===== src/rtl/cs_decoder.sv =====
module cs_decoder #(
  parameter int NCH = 8,
  parameter int ADDR_W = 32,
  parameter bit BOOT_AA = 1'b1,
  parameter logic [1:0] BOOT_PS = 2'b00
) (
  input  logic                   clk,
  input  logic                   rst_n,
  input  logic                   cfg_we,
  input  logic [$clog2(NCH)-1:0] cfg_ch,
  input  logic [1:0]             cfg_sel,
  input  logic [31:0]            cfg_wdata,
  input  logic                   bus_start,
  input  logic [ADDR_W-1:0]      bus_addr,
  input  logic                   bus_write,
  input  logic                   bus_super,
  input  logic                   bus_code,
  input  logic                   bus_cpu,
  input  logic                   bus_ext_master,
  input  logic                   ext_ack,
  output logic [NCH-1:0]         cs_n,
  output logic                   int_ack,
  output logic                   ext_cycle,
  output logic [1:0]             port_size,
  output logic                   burst_rd,
  output logic                   burst_wr,
  output logic                   be_on_read
);
  localparam int CH_W = $clog2(NCH);
  localparam int BASE_W = 16;
  localparam int WS_W = 4;
  localparam int CTRL_W = 10;
  localparam int SP_V = 0, SP_UD = 1, SP_UC = 2, SP_SD = 3, SP_SC = 4, SP_CPU = 5, SP_EM = 6, SP_WP = 7;

  logic [BASE_W-1:0] base_r  [NCH];
  logic [BASE_W-1:0] amask_r [NCH];
  logic [7:0]        sp_r    [NCH];
  logic [CTRL_W-1:0] ctrl_r  [NCH];
  logic              global_q;

  logic [NCH-1:0]    hit;
  logic              single;
  logic [CH_W-1:0]   hit_idx;
  logic [CTRL_W-1:0] hit_ctrl;

  logic              busy_q, aa_q, ext_q, brd_q, bwr_q, bem_q;
  logic [NCH-1:0]    sel_q;
  logic [WS_W-1:0]   cnt_q;
  logic [1:0]        ps_q;
  logic              accept, done;
  logic              unused_bits;

  assign unused_bits = ^cfg_wdata[15:10];

  for (genvar i = 0; i < NCH; i++) begin : g_dec
    logic addr_ok, space_ok, wr_ok, normal_hit;
    assign addr_ok = ((bus_addr[ADDR_W-1 -: BASE_W] ^ base_r[i]) & ~amask_r[i]) == '0;
    assign space_ok = bus_cpu        ? !sp_r[i][SP_CPU] :
                      bus_ext_master ? !sp_r[i][SP_EM]  :
                      bus_super      ? (bus_code ? !sp_r[i][SP_SC] : !sp_r[i][SP_SD]) :
                                       (bus_code ? !sp_r[i][SP_UC] : !sp_r[i][SP_UD]);
    assign wr_ok = !(bus_write && sp_r[i][SP_WP]);
    assign normal_hit = sp_r[i][SP_V] && addr_ok && space_ok && wr_ok;
    assign hit[i] = global_q ? (i == 0) : normal_hit;
  end

  assign single = (hit != '0) && ((hit & (hit - 1'b1)) == '0);

  always_comb begin
    hit_idx = '0;
    for (int i = 0; i < NCH; i++)
      if (hit[i]) hit_idx = CH_W'(i);
  end

  assign hit_ctrl = ctrl_r[hit_idx];
  assign accept   = bus_start && !busy_q;
  assign int_ack  = busy_q && aa_q && (cnt_q == '0);
  assign done     = busy_q && (int_ack || ext_ack);

  always_ff @(posedge clk or negedge rst_n) begin
    if (!rst_n) begin
      global_q <= 1'b1;
      for (int i = 0; i < NCH; i++) begin
        base_r[i]  <= '0;
        amask_r[i] <= '0;
        sp_r[i]    <= '0;
        ctrl_r[i]  <= (i == 0) ? {1'b0, 1'b0, 1'b1, BOOT_PS, BOOT_AA, 4'hF} : '0;
      end
    end else if (cfg_we && (int'(cfg_ch) < NCH)) begin
      case (cfg_sel)
        2'b00: base_r[cfg_ch] <= cfg_wdata[15:0];
        2'b01: begin
          amask_r[cfg_ch] <= cfg_wdata[31:16];
          sp_r[cfg_ch]    <= cfg_wdata[7:0];
          if (cfg_ch == '0 && cfg_wdata[SP_V]) global_q <= 1'b0;
        end
        2'b10: ctrl_r[cfg_ch] <= cfg_wdata[CTRL_W-1:0];
        default: ;
      endcase
    end
  end

  always_ff @(posedge clk or negedge rst_n) begin
    if (!rst_n) begin
      busy_q <= 1'b0; sel_q <= '0; cnt_q <= '0; aa_q <= 1'b0; ext_q <= 1'b0;
      ps_q <= 2'b00; brd_q <= 1'b0; bwr_q <= 1'b0; bem_q <= 1'b0;
    end else if (accept) begin
      busy_q <= 1'b1;
      if (single) begin
        sel_q <= hit;
        cnt_q <= hit_ctrl[3:0];
        aa_q  <= hit_ctrl[4];
        ps_q  <= (hit_ctrl[6:5] == 2'b11) ? 2'b10 : hit_ctrl[6:5];
        bem_q <= hit_ctrl[7];
        brd_q <= hit_ctrl[8];
        bwr_q <= hit_ctrl[9];
        ext_q <= 1'b0;
      end else begin
        sel_q <= '0; cnt_q <= '0; aa_q <= 1'b0; ps_q <= 2'b00;
        bem_q <= 1'b0; brd_q <= 1'b0; bwr_q <= 1'b0; ext_q <= 1'b1;
      end
    end else if (done) begin
      busy_q <= 1'b0; sel_q <= '0; aa_q <= 1'b0; ext_q <= 1'b0;
      ps_q <= 2'b00; brd_q <= 1'b0; bwr_q <= 1'b0; bem_q <= 1'b0;
    end else if (busy_q && cnt_q != '0) begin
      cnt_q <= cnt_q - 1'b1;
    end
  end

  assign cs_n       = ~sel_q;
  assign ext_cycle  = ext_q;
  assign port_size  = ps_q;
  assign burst_rd   = brd_q;
  assign burst_wr   = bwr_q;
  assign be_on_read = bem_q;


  one_select_chk: assert property (@(posedge clk) disable iff (!rst_n) $onehot0(~cs_n));

  ext_no_select_chk: assert property (@(posedge clk) disable iff (!rst_n)
    ext_cycle |-> (cs_n == '1 && port_size == 2'b00 && !burst_rd && !burst_wr));

  ack_needs_select_chk: assert property (@(posedge clk) disable iff (!rst_n)
    int_ack |-> (cs_n != '1 && !ext_cycle));

  ack_pulse_chk: assert property (@(posedge clk) disable iff (!rst_n) int_ack |=> !int_ack);

  cs_hold_chk: assert property (@(posedge clk) disable iff (!rst_n)
    (busy_q && !done) |=> $stable(cs_n));

  release_chk: assert property (@(posedge clk) disable iff (!rst_n)
    done |=> (cs_n == '1 && !ext_cycle));
endmodule


===== config.mk =====
export PLATFORM = sky130hd
export DESIGN_NAME = cs_decoder
export DESIGN_NICKNAME = d
export VERILOG_FILES = /design/src/rtl/cs_decoder.sv
export SDC_FILE = /design/constraint.sdc
export NUM_CORES = 1
export LEC_CHECK = 0
export BUFFER_PORTS_ARGS = -buffer_cell sky130_fd_sc_hd__clkbuf_2
export CAP_MARGIN = 10
export CORE_MARGIN = 1
export CORE_UTILIZATION = 45
export CTS_CLUSTER_SIZE = 8
export DETAILED_ROUTE_END_ITERATION = 7
export PLACE_DENSITY = 0.62
export SLEW_MARGIN = 5
export SYNTH_ARGS = -nofsm -noshare
export SYNTH_HDL_FRONTEND = slang
export SYNTH_SLANG_ARGS = --single-unit

===== constraint.sdc =====
create_clock -name clk -period 3.3 [get_ports clk]
set_input_delay 0.165 -clock clk [delete_from_list [all_inputs] [get_ports clk]]
set_output_delay 0.165 -clock clk [all_outputs]
set_load 0.1 [all_outputs]

Word-level counts from Yosys, hierarchy flattened
Index checks and enable logic that the tools add are counted.
- multiply operators: 0
- multiplexer cells: 91
- add/subtract/negate cells: 2
- div/mod/pow operators: 0
- order comparisons: 3
- reduce and logical (&&, ||, !) cells: 119
- shift operators: 0
- bitwise gates (word level): 28
- equal/unequal tests: 4
- operator list (cell ; count):
    bitwise mux 128 bit ; 2
    AND 16 bit ; 8
    zero test 16 bit ; 8
    inverter 16 bit ; 8
    XOR 16 bit ; 8
    bitwise mux 80 bit ; 1
    bitwise mux 64 bit ; 1
    two-way mux 1 bit ; 61
    zero test 1 bit ; 57
    demux 16 bit (select 3 bit) ; 1
    logical AND 1 bit ; 40
    two-way mux 8 bit ; 4
    binary-select mux 10 bit (select 3 bit) ; 1
    demux 10 bit (select 3 bit) ; 1
    two-way mux 10 bit ; 3
    demux 8 bit (select 3 bit) ; 1
    two-way mux 16 bit ; 1
    two-way mux 4 bit ; 4
    two-way mux 2 bit ; 6
    two-way mux 3 bit ; 4
    AND 8 bit ; 1
    greater-or-equal comparator 4 bit (second input constant) ; 2
    zero test 8 bit ; 1
    inverter 3 -> 4 bit ; 2
    16 further kinds ; 21
- bits in latches: 0
- flip-flop bits (word level): 421
- output and inout bits: 15
- logic and storage cells: 289
- memories kept: 0
- input bits: 79
- RAM bits: 0
- ROM bits: 0

Logic depth before layout (Yosys ltp)
- depth after elaboration: 23
- mapped depth: 13
- mapped depth without buffers: 10

Worst setup path after synthesis
No wires, ideal clock.
- path kind: register -> register
- start point: register sp_r[53] in the netlist's numbering
- end point: register ps_q[1] (netlist: port_size[1])
- data arrival time: 2.797 ns
- path slack: 0.380 ns
- stages on the path, launching flop included: 11
- required time: 3.177 ns
- period minus slack after synthesis: 2.920 ns
- library setup time: 0.123 ns
- buffers on the path: 0
- path through: dfrtp_1 > a22oi_1 > nand4_1 > or4_1 > nor4_4 > a211oi_2 > o21ai_4 > mux2_1 > nor2_1 > o31ai_2 > a32o_1
- longest elaborated chain between the ends: 20
- elaborated cells on any way between the ends: 25
- those cells by class: add/sub: 1; eq/ne: 1; mux: 15; bitwise: 2; reduce/logical: 6
- ends and longest elaborated chain (element ; RTL line ; text):
    from (decl) ; 37 ; logic [7:0] sp_r [NCH];
    from (signal, indexed assignment) ; 94 ; sp_r[cfg_ch] <= cfg_wdata[7:0];
    zero test 1 bit * ; 58 ; assign space_ok = bus_cpu ? !sp_r[i][SP_CPU] :
    two-way mux 1 bit * ; 58 ;
    logical AND 1 bit * (2 in a row) ; 63 ; assign normal_hit = sp_r[i][SP_V] && addr_ok && space_ok && wr_ok;
    two-way mux 1 bit * ; 64 ; assign hit[i] = global_q ? (i == 0) : normal_hit;
    two-way mux 1 bit ; 72 ; if (hit[i]) hit_idx = CH_W'(i);
    two-way mux 2 bit (2 in a row) ; 72 ;
    two-way mux 3 bit (4 in a row) ; 72 ;
    inverter 3 -> 4 bit (implied by the code) ; 75 ; assign hit_ctrl = ctrl_r[hit_idx];
    binary-select mux 10 bit (select 3 bit) ; 75 ;
    two-way mux 10 bit (implied by the code) (2 in a row) ; 75 ;
    == test 2 bit ; 113 ; ps_q <= (hit_ctrl[6:5] == 2'b11) ? 2'b10 : hit_ctrl[6:5];
    two-way mux 2 bit ; 113 ;
    two-way mux 2 bit * ; 109 ; if (single) begin
    two-way mux 2 bit * ; 107 ; end else if (accept) begin
    to (signal assigned) ; 113 ;
    to (decl) ; 49 ; logic [1:0] ps_q;
Mark *: on every way between the ends. The rest lies on a longest branch, timed or not. The select of a mux whose other input is x is not followed.
A chain may end at the register's enable or synchronous reset.

Worst setup path after layout
- start point: register sp_r[53] in the netlist's numbering
- end point: register cnt_q[0]
- longest elaborated chain between the ends: 18
- elaborated cells on any way between the ends: 23
- those cells by class: add/sub: 1; mux: 14; bitwise: 2; reduce/logical: 6
- ends and longest elaborated chain (element ; RTL line ; text):
    zero test 1 bit * ; 58 ;
    two-way mux 1 bit * ; 58 ;
    logical AND 1 bit * (2 in a row) ; 63 ;
    two-way mux 1 bit * ; 64 ;
    two-way mux 1 bit ; 72 ;
    two-way mux 2 bit (2 in a row) ; 72 ;
    two-way mux 3 bit (4 in a row) ; 72 ;
    inverter 3 -> 4 bit (implied by the code) ; 75 ;
    binary-select mux 10 bit (select 3 bit) ; 75 ;
    two-way mux 10 bit (implied by the code) (2 in a row) ; 75 ;
    two-way mux 4 bit * ; 109 ;
    two-way mux 4 bit * ; 107 ;
    to (signal assigned) ; 111 ; cnt_q <= hit_ctrl[3:0];
    to (signal assigned) ; 126 ; cnt_q <= cnt_q - 1'b1;
    to (decl) ; 48 ; logic [WS_W-1:0] cnt_q;
Marks and branches as above.

==> flow_metrics.tcl <==
set metrics [dict create \
    status "finished, final reports clean" \
    startpoint "sp_r[53]" \
    insertion_delay_ps 620 \
    grt_overflow 0 \
    antenna_found_initial 0 \
    drc 0 \
    rr_worst_depth 14 \
    synth_cell_types 64 \
    whs_ps 35.42 \
    drt_iter0_drc 814 \
    fin_tns_setup_ps 0 \
    rsz0062_at_grt "false" \
    yosysTopAreaCell "dfrtp_1" \
    clock_sinks 421 \
    post-dp-hpwl_um 38250 \
    final_max_slew_viol_count 0 \
    place_congestion 0.9365 \
    worstHoldStart "cfg_wdata[29]" \
    ys_seq_elements 421 \
    root_buffer "clkbuf_16" \
    detail_route.wl_per_cell_um 25.81 \
    drt_pass1_iterations 5 \
    initial_core_util_pct 45.66 \
    nets 1691 \
    crit_type "reg2reg" \
    fp.coreArea_um2 42040 \
    power.density_nw_per_um2 668.6 \
    routed_via_density 5.889 \
    io_buffers 77 \
    final_cell_mix "dfrtp_1 (414), mux2_2 (407), xnor2_1 (128), o22ai_1 (92), buf_4 (92)" \
    cts_tree "done" \
    synthArstFlopShare_pct 100.0 \
    antenna_cells 0 \
    synth.cell_area_um2 19200 \
    r2r_setup_slack_ps 80 \
    crit_fanout 4 \
    reg2reg_to "cnt_q[0]" \
    drtAntennaViolNets 0 \
    yosys_warnings 0 \
    die_area_um2 43490 \
    endpoint "cnt_q[0]" \
    syn_inst 1431 \
    synth.top_cell.area_share_pct 53.97 \
    grt_max_degree 98 \
    setup_viol_count_final 0 \
    end_kind "register" \
    ioPinCount 94 \
    period_share_pct 97.55 \
    finalPower_w 0.01513 \
    grt_first_pass_wirelength_um 84620 \
    worst_pin_slew_ps 1073 \
    critPathLaunchType "register" \
    critical_path_arrival_ps 3720 \
    rows 75 \
    clk_pin_slew_ps 50 \
    final_common_cell "dfrtp_1" \
    fmax_ghz 0.3107 \
    fin_crit_ps 3219 \
    drive_gt1_share_pct 42.01 \
    die_h_um 208.5 \
    synth-seq-area-share_pct 54.93 \
    grt_pass1_vias 13300 \
    ys.flop_type "dfrtp_1" \
    worstHoldPathType "in2reg" \
    skew_ps 15.48 \
    numCtsBuffers 58 \
    area_delta_synth_final_pct 17.89 \
    max_slew_margin_pct 28.18 \
    max_cap_violations 0 \
    synth_nets 1512 \
    crit_required_ps 3800 \
    synth_area_per_cell_um2 13.41 \
    synth_edf_count 0 \
    routed_wl_um 56070 \
    final_hold_viol_count 0 \
    vias 12790 \
    h-tree-depth 2 \
    total_leakage_power_nw 10.09 \
    synth.area.top_cells "dfrtp_1 (54%), mux2_2 (24%), xnor2_1 (5.9%)" \
    clockBufferDepth 3 \
    ir_worst_vdd_mv 0.4233 \
    die_x_um 208.5 \
    r2r_start "sp_r[53]" \
    grtUsageTotal_pct 26.48 \
]
[routing by layer]
metal / part of all wire, % / track usage, %
met5: 0 / 0
met4: 3.9 / 11.03
met3: 4.9 / 3.713
met2: 48 / 43.41
met1: 43 / 35.37
[area by class of cell]
class / count / area [um2]
repair buffers: 195 / 1465
inverters: 13 / 48.80
clock buffers: 81 / 1569
fillers: 3623 / 19410
clock inverters: 2 / 28.78
multi-input cells: 921 / 8300
well taps: 539 / 674.4
flip-flops and latches: 421 / 10540
[cell families after synthesis]
| logic type | synth area share [%] |
|---|---|
| AOI/OAI and AO/OA | 6.101 |
| xor gates and xnor gates | 5.977 |
| adders and majority gates | 0.1303 |
| buffers and inverters | 2.144 |
| DFF | 54.93 |
| muxes | 25.69 |
| and+or+nand+nor | 5.032 |
[critical path: stages, from the launching register on]
cell and delay (ps):
dfrtp_1 370, a22oi_1 180, nand4_1 100, buf_4 170
or4_4 520, nor4_4 390, buf_4 180, buf_4 90
buf_4 100, nand3_1 140, a2bb2oi_1 220, o22ai_1 140
o22ai_1 200, a21oi_1 100, o22a_1 170
[flip-flops by register name, indices dropped and copies added (netlist names)]
name / cells
ext_cycle: 1
amask_r: 128
base_r: 128
be_on_read: 1
cnt_q: 4
sel_q: 8
aa_q: 1
burst_rd: 1
port_size: 2
burst_wr: 1
ctrl_r: 80
busy_q: 1
sp_r: 64
global_q: 1
[worst min-delay path by stage]
stage                     slack (ps)      endpoint  depth (start not counted)
after floorplan                 -130          aa_q                          0
after global placement           290    base_r[36]                          1
after detailed placement         290    base_r[36]                          1
after CTS                          7   amask_r[13]                          2
after global routing              30  amask_r[126]                          2
final                             40  amask_r[125]                          2
[where the power goes]
group	total, W	internal [W]	switching (W)
logic	0.00293	0.00147	0.00146
registers	0.00678	0.00619	0.000592
clock network	0.00542	0.00323	0.00219
total	0.0151	0.0109	0.00424
[metrics by stage]
step / worst slack (ps) / instance area, um2 / util, % / std cells
4_1_cts: 3.423 / 22570 / 53.69 / 2170
5_1_grt: 2.930 / 22630 / 53.83 / 2172
3_3_place_gp: -89.27 / 20800 / 49.47 / 2071
6_report: 80.99 / 22630 / 53.83 / 2172
2_1_floorplan: 380.1 / 19200 / - / 1431
3_5_place_dp: -113.4 / 20800 / 49.47 / 2071
[synth_stat cells (all sizes together), types with 6 or more instances]
| cell type | count |
|---|---|
| a22oi | 8 |
| and4 | 6 |
| buf | 26 |
| clkbuf | 50 |
| dfrtp | 414 |
| dfstp | 7 |
| inv | 12 |
| mux2 | 413 |
| mux2i | 28 |
| nand2 | 39 |
| nand3 | 10 |
| nand3b | 12 |
| nand4 | 14 |
| nor2 | 46 |
| nor3 | 12 |
| nor3b | 6 |
| nor4 | 15 |
| o21ai | 17 |
| o221ai | 7 |
| o22ai | 94 |
| o31ai | 6 |
| xnor2 | 130 |
[timing repair]
| item | CTS | global route |
|---|---|---|
| pin swaps | 2 | 2 |
| setup buffers | 2 | 1 |
| endpoints found under the hold margin | 165 | 0 |
| gates resized for setup | 4 | 5 |
| hold buffers | 14 | 0 |
| endpoints found under the setup margin | 1 | 2 |
No activity file was read; power rests on OpenSTA's default activity.
